**src/rtl/rf_pkg.sv**
```systemverilog
package rf_pkg;
    localparam int RF_DEPTH    = 32;
    localparam int RF_DW       = 8;
    localparam int RF_AW       = $clog2(RF_DEPTH);
    localparam int RF_NPTR     = 3;
    localparam int RF_PTR_BASE = RF_DEPTH - 2 * RF_NPTR;
    localparam int RF_NRD      = 2;
endpackage

```
**src/rtl/rf_storage.sv**
```systemverilog
module rf_storage #(
    parameter int DEPTH = 32,
    parameter int DW    = 8,
    parameter int AW    = 5,
    parameter int NPTR  = 3,
    parameter int PBASE = 26
) (
    input  logic                           clk,
    input  logic                           arst_n,
    input  logic                           srst,
    input  logic                           wr_en,
    input  logic [AW-1:0]                  wr_addr,
    input  logic [DW-1:0]                  wr_data,
    input  logic [NPTR-1:0]                ptr_we,
    input  logic [NPTR-1:0][2*DW-1:0]      ptr_din,
    output logic [DEPTH-1:0][DW-1:0]       regs_q
);
    for (genvar i = 0; i < DEPTH; i++) begin : g_reg
        logic          load;
        logic [DW-1:0] nxt;
        logic          gen_hit;

        assign gen_hit = wr_en && (wr_addr == AW'(i));

        if (i >= PBASE && i < PBASE + 2 * NPTR) begin : g_ptr
            localparam int K = (i - PBASE) / 2;
            localparam int B = (i - PBASE) % 2;
            // pointer port outranks the general port on a shared byte
            always_comb begin
                if (ptr_we[K]) begin
                    load = 1'b1;
                    nxt  = ptr_din[K][B*DW +: DW];
                end else begin
                    load = gen_hit;
                    nxt  = wr_data;
                end
            end
        end else begin : g_plain
            always_comb begin
                load = gen_hit;
                nxt  = wr_data;
            end
        end

        always_ff @(posedge clk or negedge arst_n) begin
            if (!arst_n)
                regs_q[i] <= '0;
            else if (srst)
                regs_q[i] <= '0;
            else if (load)
                regs_q[i] <= nxt;
        end
    end
endmodule

```
**src/rtl/rf_read_port.sv**
```systemverilog
module rf_read_port #(
    parameter int DEPTH = 32,
    parameter int DW    = 8,
    parameter int AW    = 5
) (
    input  logic                     clk,
    input  logic                     arst_n,
    input  logic                     srst,
    input  logic                     en,
    input  logic [AW-1:0]            addr,
    input  logic [DEPTH-1:0][DW-1:0] regs,
    output logic [DW-1:0]            data
);
    logic [DW-1:0] sel;

    assign sel = regs[addr];

    always_ff @(posedge clk or negedge arst_n) begin
        if (!arst_n)
            data <= '0;
        else if (srst)
            data <= '0;
        else if (en)
            data <= sel;
    end
endmodule

```
**src/rtl/rf_ptr_view.sv**
```systemverilog
module rf_ptr_view #(
    parameter int DW   = 8,
    parameter int NPTR = 3
) (
    input  logic [2*NPTR-1:0][DW-1:0] pair_regs,
    output logic [NPTR-1:0][2*DW-1:0] ptr_val
);
    for (genvar k = 0; k < NPTR; k++) begin : g_view
        assign ptr_val[k] = {pair_regs[2*k+1], pair_regs[2*k]};
    end
endmodule

```
**src/rtl/regfile_ptr.sv**
```systemverilog
module regfile_ptr
    import rf_pkg::*;
#(
    parameter  int DEPTH = RF_DEPTH,
    parameter  int DW    = RF_DW,
    localparam int AW    = $clog2(DEPTH),
    localparam int NPTR  = RF_NPTR,
    localparam int PBASE = DEPTH - 2 * NPTR,
    localparam int NRD   = RF_NRD
) (
    input  logic            clk,
    input  logic            arst_n,
    input  logic            srst,
    input  logic [AW-1:0]   rda_addr,
    input  logic            rda_en,
    output logic [DW-1:0]   rda_data,
    input  logic [AW-1:0]   rdb_addr,
    input  logic            rdb_en,
    output logic [DW-1:0]   rdb_data,
    input  logic [AW-1:0]   wr_addr,
    input  logic            wr_en,
    input  logic [DW-1:0]   wr_data,
    output logic [2*DW-1:0] ptr_x_val,
    input  logic            ptr_x_we,
    input  logic [2*DW-1:0] ptr_x_din,
    output logic [2*DW-1:0] ptr_y_val,
    input  logic            ptr_y_we,
    input  logic [2*DW-1:0] ptr_y_din,
    output logic [2*DW-1:0] ptr_z_val,
    input  logic            ptr_z_we,
    input  logic [2*DW-1:0] ptr_z_din
);
    logic [DEPTH-1:0][DW-1:0]   regs_q;
    logic [NPTR-1:0]            ptr_we;
    logic [NPTR-1:0][2*DW-1:0]  ptr_din;
    logic [NPTR-1:0][2*DW-1:0]  ptr_val;
    logic [NRD-1:0][AW-1:0]     rd_addr;
    logic [NRD-1:0]             rd_en;
    logic [NRD-1:0][DW-1:0]     rd_data;

    // index 0 = X, 1 = Y, 2 = Z
    assign ptr_we  = {ptr_z_we, ptr_y_we, ptr_x_we};
    assign ptr_din = {ptr_z_din, ptr_y_din, ptr_x_din};
    assign ptr_x_val = ptr_val[0];
    assign ptr_y_val = ptr_val[1];
    assign ptr_z_val = ptr_val[2];

    assign rd_addr = {rdb_addr, rda_addr};
    assign rd_en   = {rdb_en, rda_en};
    assign rda_data = rd_data[0];
    assign rdb_data = rd_data[1];

    rf_storage #(
        .DEPTH(DEPTH), .DW(DW), .AW(AW), .NPTR(NPTR), .PBASE(PBASE)
    ) u_store (
        .clk     (clk),
        .arst_n  (arst_n),
        .srst    (srst),
        .wr_en   (wr_en),
        .wr_addr (wr_addr),
        .wr_data (wr_data),
        .ptr_we  (ptr_we),
        .ptr_din (ptr_din),
        .regs_q  (regs_q)
    );

    for (genvar p = 0; p < NRD; p++) begin : g_rd
        rf_read_port #(.DEPTH(DEPTH), .DW(DW), .AW(AW)) u_rd (
            .clk    (clk),
            .arst_n (arst_n),
            .srst   (srst),
            .en     (rd_en[p]),
            .addr   (rd_addr[p]),
            .regs   (regs_q),
            .data   (rd_data[p])
        );
    end

    rf_ptr_view #(.DW(DW), .NPTR(NPTR)) u_view (
        .pair_regs (regs_q[DEPTH-1:PBASE]),
        .ptr_val   (ptr_val)
    );
endmodule

```
**config.mk**
```make
export PLATFORM = sky130hd
export DESIGN_NAME = regfile_ptr
export DESIGN_NICKNAME = d
export VERILOG_FILES = /design/src/rtl/rf_pkg.sv /design/src/rtl/rf_storage.sv /design/src/rtl/rf_read_port.sv /design/src/rtl/rf_ptr_view.sv /design/src/rtl/regfile_ptr.sv
export SDC_FILE = /design/constraint.sdc
export NUM_CORES = 1
export LEC_CHECK = 0
export BUFFER_PORTS_ARGS = -buffer_cell sky130_fd_sc_hd__buf_2
export CAP_MARGIN = 15
export CORE_MARGIN = 2
export CORE_UTILIZATION = 45
export DETAILED_ROUTE_END_ITERATION = 7
export PLACE_DENSITY = 0.65
export SLEW_MARGIN = 20
export SYNTH_ARGS = -nofsm -noshare
export SYNTH_HDL_FRONTEND = slang
export SYNTH_SLANG_ARGS = --single-unit
```
**constraint.sdc**
```tcl
create_clock -name clk -period 1.65 [get_ports clk]
set_input_delay 0.2475 -clock clk [delete_from_list [all_inputs] [get_ports clk]]
set_output_delay 0.2475 -clock clk [all_outputs]
set_load 0.01 [all_outputs]
```
After elaboration in Yosys (flattened, before gate mapping)
Index checks and enable logic that the tools add are counted.
{"block": "word_totals", "ff_bits": 272, "word_cells": 218, "input_bits": 80}
{"block": "classes", "n_mux": 84, "magnitude_cmp": 2, "reduce_logical": 67, "eq_ne": 31}
{"op": "two-way mux 8 bit", "count": 76}
{"op": "binary-select mux 8 bit (select 5 bit)", "count": 2}
{"op": "equality test 5 bit, second input constant", "count": 16}
{"op": "nonzero test 2 bit", "count": 34}
{"op": "equality test 5 x 4 -> 1 bit, second input constant", "count": 8}
{"op": "logical AND 1 bit", "count": 32}
{"op": "equality test 5 x 3 -> 1 bit, second input constant", "count": 4}
{"op": "< comparator 5 x 6 -> 1 bit, second input constant", "count": 2}
{"op": "equality test 5 x 2 -> 1 bit, second input constant", "count": 2}
{"op": "two-way mux 1 bit", "count": 6}
{"op": "equality test 5 x 1 -> 1 bit, second input constant", "count": 1}
{"op": "zero test 5 bit", "count": 1}

Depth between registers and ports, before layout
Gate-level depths: netlist of run 1.
{"block": "logic_depth", "word_depth": 5, "ltp_mapped": 9, "mapped_depth_nobuf": 5}

Cells and area by module
Synthesis of run 1 repeated with hierarchy kept, for this count alone.
{"block": "hier_totals", "cells_unflattened": 1738, "hier_area_um2": 17184.0}
{"module": "rf_storage", "instances": 1, "area_each_um2": 11741.3, "seq_area_each_um2": 6406.1, "cells_each": 1206}
{"module": "rf_read_port", "instances": 2, "area_each_um2": 2541.2, "seq_area_each_um2": 200.2, "cells_each": 242}
{"module": "rf_ptr_view", "instances": 1, "area_each_um2": 360.3, "seq_area_each_um2": 0.0, "cells_each": 48}

Least setup slack after synthesis of run 1
No wires, ideal clock.
{"block": "synth_path", "kind": "input-to-reg", "from": "input port rda_addr[0]", "to": "register g_rd[0].u_rd.data[7]", "path_stages": 7, "path_slack_ns": -0.184, "t_arrival_ns": 1.713, "setup_time_ns": 0.121, "required_ns": 1.529, "path_cell_list": "buf_4 > buf_2 > mux4_2 > mux2_2 > nand2_1 > nand3_1 > a22o_1"}
{"block": "synth_via", "elab_chain_len": 4}
{"element": "from (decl)", "line": "regfile_ptr.sv:14", "rtl": "input logic [AW-1:0] rda_addr,"}
{"element": "binary-select mux 8 bit (select 5 bit)", "line": "rf_read_port.sv:16", "rtl": "assign sel = regs[addr];"}
{"element": "two-way mux 8 bit (not written as such)", "line": "rf_read_port.sv:16"}
{"element": "two-way mux 8 bit", "line": "rf_read_port.sv:23", "rtl": "else if (en)"}
{"element": "two-way mux 8 bit", "line": "rf_read_port.sv:21", "rtl": "else if (srst)"}
{"element": "to (signal assigned)", "line": "rf_read_port.sv:24", "rtl": "data <= sel;"}
{"element": "to (decl)", "line": "rf_read_port.sv:12", "rtl": "output logic [DW-1:0] data"}
Every way passes these cells. The select of a mux whose other input is x is not followed.
A chain may end at the register's enable or synchronous reset.

Worst setup path in the final report of run 1
{"block": "layout_path", "from": "register u_store.regs_q[25] (netlist name)", "to": "register g_rd[1].u_rd.data[1]"}
{"block": "layout_via", "elab_chain_len": 4}
{"element": "from (decl)", "line": "rf_storage.sv:16", "rtl": "output logic [DEPTH-1:0][DW-1:0] regs_q"}
{"element": "from (signal, indexed assignment)", "line": "rf_storage.sv:51", "rtl": "regs_q[i] <= nxt;"}
{"element": "binary-select mux 8 bit (select 5 bit)", "line": "rf_read_port.sv:16"}
{"element": "two-way mux 8 bit (not written as such)", "line": "rf_read_port.sv:16"}
{"element": "two-way mux 8 bit", "line": "rf_read_port.sv:23"}
{"element": "two-way mux 8 bit", "line": "rf_read_port.sv:21"}
{"element": "to (signal assigned)", "line": "rf_read_port.sv:24"}
{"element": "to (decl)", "line": "rf_read_port.sv:12"}
Every way passes these cells. The select of a mux whose other input is x is not followed.

==> impl_metrics.csv, run 1 <==
group,metric,value,unit
final_layout,fill_cells,3166,
synth,netlist_instances,1638,
synth,synth_cell_types,43,
worst_hold_path,min_path_type,"input pin to flip-flop",
synth,syn-num-nets,1718,
sta,hold_ws,0.07917,ns
clock_network,cts_max_level,2,
sta,fmax,0.5619,GHz
worst_setup_path,r2r_start,"u_store.regs_q[25]",
outcome,violations,"negative setup slack",
global_route,grt_max_degree,142,
synth,yosys_warnings,0,
sta,fin_crit,1.780,ns
clock_network,clk_pin_slew,0.06,ns
placement,port_buffers,143,
placement,dp_hpwl,41420,µm
final_layout,syn_to_final_growth,22.93,%
final_layout,final_cell_mix,"269 x dfrtp_1, 251 x mux2i_1, 193 x nand2_1",
floorplanning,ios,144,
floorplanning,chipWidth,196.0,µm
power,leakagePower,8.997,nW
synth,ys_seq_elements,272,
route,drc,0,
job,maxCapViolCount,0,
synth,muxShareOfSynthArea,27.27,%
sta,grt_setup_unrepaired,"yes",
worst_setup_path,crit_type,"flip-flop to flip-flop",
final_layout,final_common_cell,"dfrtp_1",
clock_network,cts.sinks,272,
clock_network,cts_buffers,34,
clock_network,cts_tree,"built",
global_route,grt_pass1_vias,14200,
placement,place_ws,-0.4809,ns
sta,worst_slew_pin_slew,0.9847,ns
clock_network,cts_max_path_buffers,3,
route,vias_per_cell,6.077,
synth,synth-xor-area-share,0,%
outcome,outcome,"complete, but fails checks",
global_route,grt_pass1_wl,87530,µm
worst_setup_path,required,2.02,ns
global_route,grt_use_total,29.98,%
final_layout,final_nets,1932,
route,antenna_left,0,
route,drt_iter0_drc,1582,
synth,synth-simple-area-share,14.51,%
route,firstDrtPassIters,6,
global_route,grt_overflow,0,
placement,gp_congestion,0.9646,
clock_network,clk_latency,0.52,ns
worst_setup_path,crit_path_start,"u_store.regs_q[25]",
final_layout,multi_input_area,0.008946,mm²
sta,setup_viol,13,
worst_setup_path,timing.reg2reg.setup_slack,-0.13,ns
worst_setup_path,crit_path_start_kind,"flip-flop",
sta,finalCritPeriodShare,107.9,%
sta,skew,0.01076,ns
synth,synth_top_family_by_area,"multiplexers",
clock_network,cts_root_buf,"clkbuf_16",
worst_hold_path,holdCritStartpoint,"rdb_en",
sta,max_slew_margin,34.22,%
worst_setup_path,timing.critical_path.fanout_max,2,
worst_setup_path,slowest_stage,"mux4_2",
route,wl_per_cell,24.29,µm
worst_setup_path,cp-end-kind,"flip-flop",
floorplanning,start_util,45.54,%
power,peakVddDrop,0.4913,mV
sta,worst_slack,-0.1296,ns
floorplanning,core,0.03643,mm²
synth,avgSynthCellArea,10.13,µm²
synth,synth-compound-area-share,10.62,%
route,wl,56890,µm
final_layout,layout-drive-gt1-share,32.12,%
worst_setup_path,worstPathArrival,2.14,ns
synth,netlist_area,0.01659,mm²
floorplanning,rows,70,
worst_setup_path,crit_path_cell_trace,"mux4_2 > nor2b_4 > a211oi_4 > o2111a_1 > a2111oi_1",
sta,finalHoldViolCount,0,
power,powerDensity,835.5,mW/mm²
worst_setup_path,cpPeakStageDelay,0.52,ns
final_layout,seqCellArea,0.006810,mm²
global_route,antenna_found_initial,0,
floorplanning,dieArea,0.03843,mm²
final_layout,diodes,0,
sta,slew_violations,0,
floorplanning,die_h,196.0,µm
synth,yosys.area_share.adder,0,%
route,vias,14230,
synth,ys_seq_area_share,41.02,%
## cells by family (layout without fill, tap and decap cells)
group                  count (synthesis)  count (layout)
AOI/OAI and AO/OA                    280             280
buffers and inverters                191             427
DFF                                  272             272
muxes                                372             372
and+or+nand+nor                      523             523
## cell type report
| type | instances | area share, % |
|---|---|---|
| clock buffers | 45 | 4.821 |
| clock inverters | 13 | 0.5030 |
| multi-input cells | 1175 | 43.86 |
| flip-flops and latches | 272 | 33.39 |
| well taps | 468 | 2.871 |
| repair buffers | 369 | 14.56 |
## metal layers
metal | vias up | routed length (µm) | GRT usage [%]
li1 | 6273 | - | -
met1 | 7191 | 23330 | 40.97
met2 | 628 | 26770 | 48.10
met3 | 140 | 4329 | 4.796
met4 | 0 | 2460 | 11.73
met5 | - | 0 | 0
## critical path, delay by kind of cell (launching register included)
kind,cells,cell delay [ns]
flops,1,0.38
mux,1,0.52
compound gates,3,0.56
simple gates,1,0.16
## metrics by stage
step / instances / setup TNS (ns) / power, mW / cell area (µm²) / utilization [%]
after floorplan: 1638 / -0.2526 / 8.599 / 16740 / -
after global placement: 2282 / -12.32 / 9.739 / 19140 / 52.54
after detailed placement: 2282 / -14.87 / 9.770 / 19140 / 52.54
after CTS: 2341 / -0.6938 / 17.08 / 20360 / 55.87
after global routing: 2342 / -1.331 / 17.56 / 20400 / 55.99
final: 2342 / -0.9199 / 17.04 / 20400 / 55.99
## cells in the mapped netlist
| cell type | number | area (µm²) |
|---|---|---|
| a2111oi_2 | 1 | 15.01 |
| nor2b_1 | 29 | 181.4 |
| a22o_1 | 8 | 70.07 |
| nor3b_1 | 1 | 7.510 |
| o2111a_1 | 3 | 33.78 |
| a21oi_1 | 172 | 860.8 |
| o21ai_2 | 3 | 26.28 |
| clkbuf_2 | 1 | 5.000 |
| nand2b_1 | 31 | 193.9 |
| clkbuf_1 | 77 | 289.0 |
| a2111oi_1 | 2 | 20.02 |
| buf_4 | 58 | 435.4 |
| a221oi_2 | 4 | 60.06 |
| o21ai_1 | 4 | 20.02 |
| o41ai_1 | 8 | 70.07 |
| and2_1 | 4 | 25.02 |
| mux2_2 | 60 | 675.7 |
| nand4b_1 | 3 | 26.28 |
| nor2_1 | 128 | 480.5 |
| nor3_2 | 3 | 30.03 |
| nand3_1 | 109 | 545.5 |
| buf_8 | 3 | 45.04 |
| buf_2 | 19 | 95.09 |
| buf_6 | 11 | 123.9 |
| buf_1 | 21 | 78.83 |
| buf_12 | 1 | 20.02 |
| dfrtp_1 | 272 | 6807 |
| a211oi_1 | 16 | 120.1 |
| mux4_2 | 58 | 1306 |
| nand2_2 | 1 | 6.260 |
| a22oi_1 | 44 | 330.3 |
| nor3b_2 | 2 | 25.02 |
| nor2_2 | 7 | 43.79 |
| a311oi_1 | 2 | 17.52 |
| nand4_1 | 4 | 25.02 |
| nor3_4 | 2 | 32.53 |
| mux2i_1 | 254 | 2542 |
| nand2_1 | 196 | 735.7 |
| and3_1 | 1 | 6.260 |
| nor4_4 | 2 | 42.54 |
| a221oi_1 | 11 | 96.34 |
| o31ai_2 | 1 | 12.51 |
| a221o_1 | 1 | 10.01 |
## final timing paths
check | end | cells after the start
hold reg to reg | u_store.regs_q[2] | 2
max in group asynchronous | u_store.regs_q[12] | 4
setup / recovery | g_rd[1].u_rd.data[1] | 5
min in group asynchronous | u_store.regs_q[235] | 2
hold / removal | g_rd[1].u_rd.data[1] | 3
setup reg to reg | g_rd[1].u_rd.data[1] | 5
## state kept, by name, indices dropped and copies added (netlist names)
signal          count
u_store.regs_q    256
g_rd.u_rd.data     16
## power breakdown
| part | internal, mW | total [mW] | switching [mW] |
|---|---|---|---|
| Sequential | 6.83 | 7.01 | 0.180 |
| Combinational | 1.16 | 2.72 | 1.56 |
| Clock | 4.34 | 7.31 | 2.97 |
| Total | 12.3 | 17.0 | 4.71 |
## what timing repair did
item / 4_1_cts / 5_1_grt
hold endpoints to repair: 205 / 0
setup buffers: 0 / 1
setup endpoints to repair: 13 / 16
pin swaps: 5 / 7
hold buffers: 1 / 0
gates resized for setup: 20 / 11
Note: power is estimated with default switching activity, not from simulation.
==> run 2: changes to the inputs <==
--- a/config.mk
+++ b/config.mk
@@ -10,7 +10,7 @@
 export CORE_MARGIN = 2
 export CORE_UTILIZATION = 45
 export DETAILED_ROUTE_END_ITERATION = 7
-export PLACE_DENSITY = 0.65
+export PLACE_DENSITY = 0.67
 export SLEW_MARGIN = 20
 export SYNTH_ARGS = -nofsm -noshare
 export SYNTH_HDL_FRONTEND = slang
==> run 2 against run 1 <==
The flow still finishes with violations (negative setup slack). Critical endpoint is now g_rd[1].u_rd.data[6]. Global-route usage down 0.65 points. Flip-flop and latch count unchanged. Highest routed layer unchanged. Power up 4.1%. Die area unchanged. Routed wire length decreased by 1.1%. Core utilization grew 0.96 points. Via count grew 0.79%. Non-clock buffer count rose by 32.
==> impl_metrics.csv, run 2 (synthesis results as in run 1) <==
group,metric,value,unit
outcome,outcome,"complete, but fails checks",
outcome,violations,"negative setup slack",
floorplanning,chipWidth,196.0,µm
power,pwr-share-clk,44.8,%
clock_network,cts_max_level,2,
floorplanning,rows,70,
final_layout,final_nets,1964,
sta,setup-tns-final,-0.8979,ns
clock_network,cts_buffers,34,
route,antenna_left,0,
worst_setup_path,timing.critical_path.fanout_max,2,
worst_setup_path,crit_path_start_kind,"flip-flop",
sta,skew,0.02030,ns
sta,grt_setup_unrepaired,"yes",
worst_setup_path,rr_endpoint,"g_rd[1].u_rd.data[6]",
final_layout,final_core_util,56.94,%
clock_network,clk_pin_slew,0.06,ns
final_layout,largestRegisters,"u_store.regs_q (256), g_rd.u_rd.data (16)",
power,powerDensity,854.9,mW/mm²
power,p_switching,4.680,mW
worst_setup_path,slowest_stage,"mux4_2",
sta,fmax,0.5468,GHz
global_route,grt_pass1_wl,86130,µm
worst_hold_path,holdCritStartpoint,"srst",
worst_setup_path,critPathBufInv,1,
sta,fin_crit,1.829,ns
floorplanning,die_h,196.0,µm
clock_network,cts.sinks,272,
global_route,grt_use_total,29.33,%
power,switching_share,26.39,%
final_layout,layout-drive-gt1-share,33.46,%
worst_setup_path,cp-end-kind,"flip-flop",
sta,finalCritPeriodShare,110.8,%
route,wl,56270,µm
global_route,grt_max_degree,98,
worst_setup_path,r2r_start,"u_store.regs_q[222]",
worst_setup_path,crit_type,"flip-flop to flip-flop",
final_layout,syn_to_final_growth,25.03,%
sta,max_slew_margin,33.78,%
clock_network,cts_tree,"built",
job,maxCapViolCount,0,
worst_setup_path,crit_family,"multiplexers",
placement,place_inst,2311,
route,firstDrtPassIters,5,
power,leakagePower,9.203,nW
sta,finalHoldViolCount,0,
worst_setup_path,cp_num_cells,6,
power,p_comb_share,15.9,%
placement,dp_hpwl,41190,µm
route,drt_iter0_drc,1239,
clock_network,clk_latency,0.53,ns
sta,worst_slew_pin_slew,0.9912,ns
final_layout,fill_cells,3075,
worst_setup_path,required,2.04,ns
global_route,grt_overflow,0,
floorplanning,dieArea,0.03843,mm²
placement,gp_congestion,0.9776,
clock_network,cts_root_buf,"clkbuf_16",
worst_setup_path,crit_path_end,"g_rd[1].u_rd.data[6]",
worst_setup_path,crit_path_cell_trace,"mux4_2 > mux2i_2 > buf_4 > nor3b_2 > a311oi_2 > o21ai_1",
worst_setup_path,timing.reg2reg.setup_slack,-0.18,ns
route,vias_per_cell,6.040,
global_route,antenna_found_initial,6,
route,wl_per_cell,23.69,µm
final_layout,final_cell_mix,"272 x dfrtp_1, 248 x mux2i_1, 220 x buf_4",
placement,port_buffers,143,
floorplanning,start_util,45.54,%
route,drc,0,
power,p_int,13.06,mW
floorplanning,core,0.03643,mm²
power,sequentialPowerShare,39.3,%
global_route,grt_pass1_vias,14700,
worst_hold_path,min_path_cells,2,
sta,setup_viol,14,
final_layout,largest_reg_flops,256,
route,vias,14350,
worst_setup_path,rr_worst_depth,6,
worst_setup_path,crit_path_start,"u_store.regs_q[222]",
final_layout,final_cells,2375,
sta,slew_violations,0,
worst_setup_path,worstPathArrival,2.21,ns
sta,worst_slack,-0.1788,ns
final_layout,regMostFlops,"u_store.regs_q",
final_layout,final_common_cell,"dfrtp_1",
worst_setup_path,cpPeakStageDelay,0.50,ns
floorplanning,ios,144,
worst_hold_path,min_path_type,"input pin to flip-flop",
clock_network,cts_max_path_buffers,3,
power,peakVddDrop,0.6890,mV
==> run 2: worst register-to-register path: stages (launching register included) <==
cell and delay (ns):
dfrtp_1 0.38, mux4_2 0.50, mux2i_2 0.21, buf_4 0.16
nor3b_2 0.04, a311oi_2 0.29, o21ai_1 0.12
==> run 2: through the flow <==
stage          instance area [µm²]  worst slack, ns  power (mW)  hold slack, ns
2_1_floorplan                16740         -0.03038       8.599        -0.04809
5_1_grt                      20750          -0.2480       18.25         0.03445
3_3_place_gp                 19320          -0.4546       9.764          0.1043
6_report                     20750          -0.1788       17.74         0.03111
4_1_cts                      20680          -0.1353       17.76        0.009837
3_5_place_dp                 19320          -0.4825       9.800          0.1024
==> run 2: layer usage <==
layer  share of wire (%)  global-route usage [%]
met3                 7.4                   5.553
met2                  48                   48.48
met4                 4.6                   13.38
met5                   0                       0
met1                  40                   37.53
==> run 2: how the worst min path moves through the flow <==
stage,end,slack (ns)
after floorplan,g_rd[0].u_rd.data[0],-0.05
after global placement,u_store.regs_q[213],0.10
after detailed placement,u_store.regs_q[221],0.10
after CTS,u_store.regs_q[176],0.01
after global routing,u_store.regs_q[176],0.03
final,u_store.regs_q[176],0.03
==> run 2: power by group through the flow <==
stage / registers [mW] / clock network, mW / logic [mW]
4_1_cts: 6.97 / 8.01 / 2.78
5_1_grt: 6.99 / 8.28 / 2.98
6_report: 6.98 / 7.94 / 2.82
2_1_floorplan: 7.06 / 0 / 1.54
3_3_place_gp: 7.09 / 0 / 2.68
3_5_place_dp: 7.09 / 0 / 2.71
==> run 2: layout make-up <==
cell class | count | area [µm²] | share of cell area [%]
antenna | 3 | 7.507 | 0.03618
clock buffer | 45 | 996.0 | 4.800
clock inverter | 11 | 185.2 | 0.8925
multi-input combinational | 1175 | 8994 | 43.35
sequential | 272 | 6807 | 32.81
tap | 468 | 585.6 | 2.822
timing repair buffer | 401 | 3173 | 15.29
==> run 2: timing repair <==
item | CTS | global route
endpoints found under the hold margin | 272 | 0
cloned | 0 | 0
setup buffers | 2 | 2
resized for setup | 29 | 9
endpoints found under the setup margin | 16 | 16
hold buffers | 1 | 0
pin swaps | 10 | 5
==> run 3: changes to the inputs <==
--- a/config.mk
+++ b/config.mk
@@ -11,6 +11,7 @@
 export CORE_UTILIZATION = 45
 export DETAILED_ROUTE_END_ITERATION = 7
 export PLACE_DENSITY = 0.67
+export REMOVE_ABC_BUFFERS = 1
 export SLEW_MARGIN = 20
 export SYNTH_ARGS = -nofsm -noshare
 export SYNTH_HDL_FRONTEND = slang
==> run 3 against run 2 <==
The flow still finishes with violations (negative setup slack). Core utilization is essentially flat. Critical path depth down 1. Power is 6.5% lower. Global-route usage grew 1.3 points. Critical path type unchanged. Critical endpoint is now g_rd[0].u_rd.data[5]. Highest routed layer is now met5.
==> impl_metrics.csv, run 3 (synthesis results as in run 1) <==
group,metric,value,unit
outcome,outcome,"complete, but fails checks",
outcome,violations,"negative setup slack",
final_layout,final_nets,1989,
power,switching_share,28.04,%
clock_network,cts_max_level,1,
final_layout,largestRegisters,"u_store.regs_q (256), g_rd.u_rd.data (16)",
floorplanning,ios,144,
global_route,grt_overflow,0,
sta,finalHoldViolCount,0,
clock_network,cts_tree,"built",
floorplanning,chipWidth,196.0,µm
sta,finalCritPeriodShare,109.9,%
clock_network,clk_pin_slew,0.06,ns
placement,dp_hpwl,43340,µm
power,p_switching,4.649,mW
final_layout,syn_to_final_growth,25.09,%
worst_setup_path,required,2.12,ns
final_layout,regMostFlops,"u_store.regs_q",
job,maxCapViolCount,0,
placement,place_ws,-0.6559,ns
sta,worst_slack,-0.1641,ns
route,vias,14750,
route,antenna_left,0,
clock_network,cts_max_path_buffers,3,
final_layout,final_common_cell,"dfrtp_1",
placement,port_buffers,143,
clock_network,cts_root_buf,"clkbuf_16",
route,firstDrtPassIters,6,
sta,skew,0.02160,ns
sta,max_slew_margin,54.60,%
route,drc,0,
clock_network,cts.sinks,272,
route,wl,58880,µm
placement,gp_congestion,1.005,
sta,grt_setup_unrepaired,"yes",
sta,setup_viol,14,
power,leakagePower,9.274,nW
power,peakVddDrop,0.8540,mV
global_route,grt_max_degree,67,
floorplanning,dieArea,0.03843,mm²
final_layout,final_cell_mix,"272 x dfrtp_1, 252 x mux2i_1, 231 x buf_4",
sta,fin_crit,1.814,ns
final_layout,largest_reg_flops,256,
global_route,antenna_found_initial,3,
global_route,grt_use_total,30.63,%
final_layout,final_core_util,56.97,%
clock_network,clk_latency,0.59,ns
route,vias_per_cell,6.152,
sta,slew_violations,0,
power,powerDensity,798.8,mW/mm²
worst_setup_path,crit_path_start_kind,"flip-flop",
sta,hold_ws,0.04530,ns
route,wl_per_cell,24.56,µm
worst_hold_path,min_path_type,"input pin to flip-flop",
floorplanning,rows,70,
global_route,grt_pass1_vias,14590,
floorplanning,die_h,196.0,µm
route,drt_iter0_drc,1642,
power,pwr-share-clk,40.6,%
floorplanning,core,0.03643,mm²
power,sequentialPowerShare,42.3,%
worst_setup_path,worstPathArrival,2.28,ns
power,p_int,11.93,mW
worst_setup_path,cp-end-kind,"flip-flop",
worst_setup_path,crit_type,"flip-flop to flip-flop",
floorplanning,start_util,45.54,%
power,p_comb_share,17.1,%
final_layout,layout-drive-gt1-share,33.70,%
global_route,grt_pass1_wl,89430,µm
worst_setup_path,timing.critical_path.fanout_max,2,
clock_network,cts_buffers,31,
sta,fmax,0.5512,GHz
sta,worst_slew_pin_slew,0.6811,ns
-- run 3: cell count changes in the layout (fill, tap and decap cells not counted), sizes merged --
cell and delta:
buf +27, bufinv -5, clkbuf +1, clkinv +3, clkinvlp -2, diode -2
dlygate4sd3 +1
-- run 3: path summary, 6_finish.rpt --
check	start	to	slack [ns]	cells after the start
max	u_store.regs_q[125]	g_rd[0].u_rd.data[5]	-0.16	5
max reg2reg	u_store.regs_q[125]	g_rd[0].u_rd.data[5]	-0.16	5
min reg2reg	u_store.regs_q[22]	u_store.regs_q[22]	0.54	2
min in group asynchronous	arst_n	u_store.regs_q[187]	0.14	2
min	rdb_en	g_rd[1].u_rd.data[0]	0.05	3
max in group asynchronous	arst_n	u_store.regs_q[68]	0.76	3
-- run 3: cell type report --
class,count,area (µm²)
Antenna cell,1,2.502
Clock buffer,46,942.2
Clock inverter,7,38.79
Fill cell,3091,15680
Multi-Input combinational cell,1175,8911
Sequential cell,272,6807
Tap cell,468,585.6
Timing Repair Buffer,429,3470
-- run 3: through the flow --
| step | TNS, ns | total power [mW] | area (µm²) | std cells |
|---|---|---|---|---|
| floorplan | -61.06 | 8.001 | 15500 | 1447 |
| global placement | -11.02 | 9.800 | 19470 | 2340 |
| detailed placement | -12.36 | 9.836 | 19470 | 2340 |
| CTS | -0.9481 | 16.59 | 20690 | 2396 |
| global route | -1.812 | 17.06 | 20760 | 2398 |
| finish | -1.154 | 16.58 | 20760 | 2398 |
-- run 3: metal layers --
metal / up-vias / wire (µm) / track usage, %
met1: 7334 / 23600 / 41.25
met3: 164 / 6314 / 8.131
met5: - / 9 / 0.1277
met2: 851 / 26210 / 46.83
li1: 6401 / - / -
met4: 2 / 2750 / 13.02
-- run 3: power by group through the flow --
stage	Sequential, mW	Clock, mW	Combinational [mW]
CTS	7.00	6.81	2.77
global route	7.02	7.06	2.97
floorplan	7.12	0	0.880
global placement	7.12	0	2.68
finish	7.02	6.73	2.83
detailed placement	7.12	0	2.72
-- run 3: what timing repair did --
action / CTS / global route
gates resized for setup: 43 / 11
hold buffers: 2 / 0
endpoints found under the hold margin: 213 / 0
setup buffers: 5 / 2
setup endpoints to repair: 15 / 16
pin swaps: 15 / 7
-- run 3: worst max-delay path, stage by stage (launching register included) --
cell	delay (ns)
dfrtp_1	0.41
buf_6	0.13
mux4_2	0.46
mux2_4	0.29
a221oi_4	0.33
o41ai_2	0.09
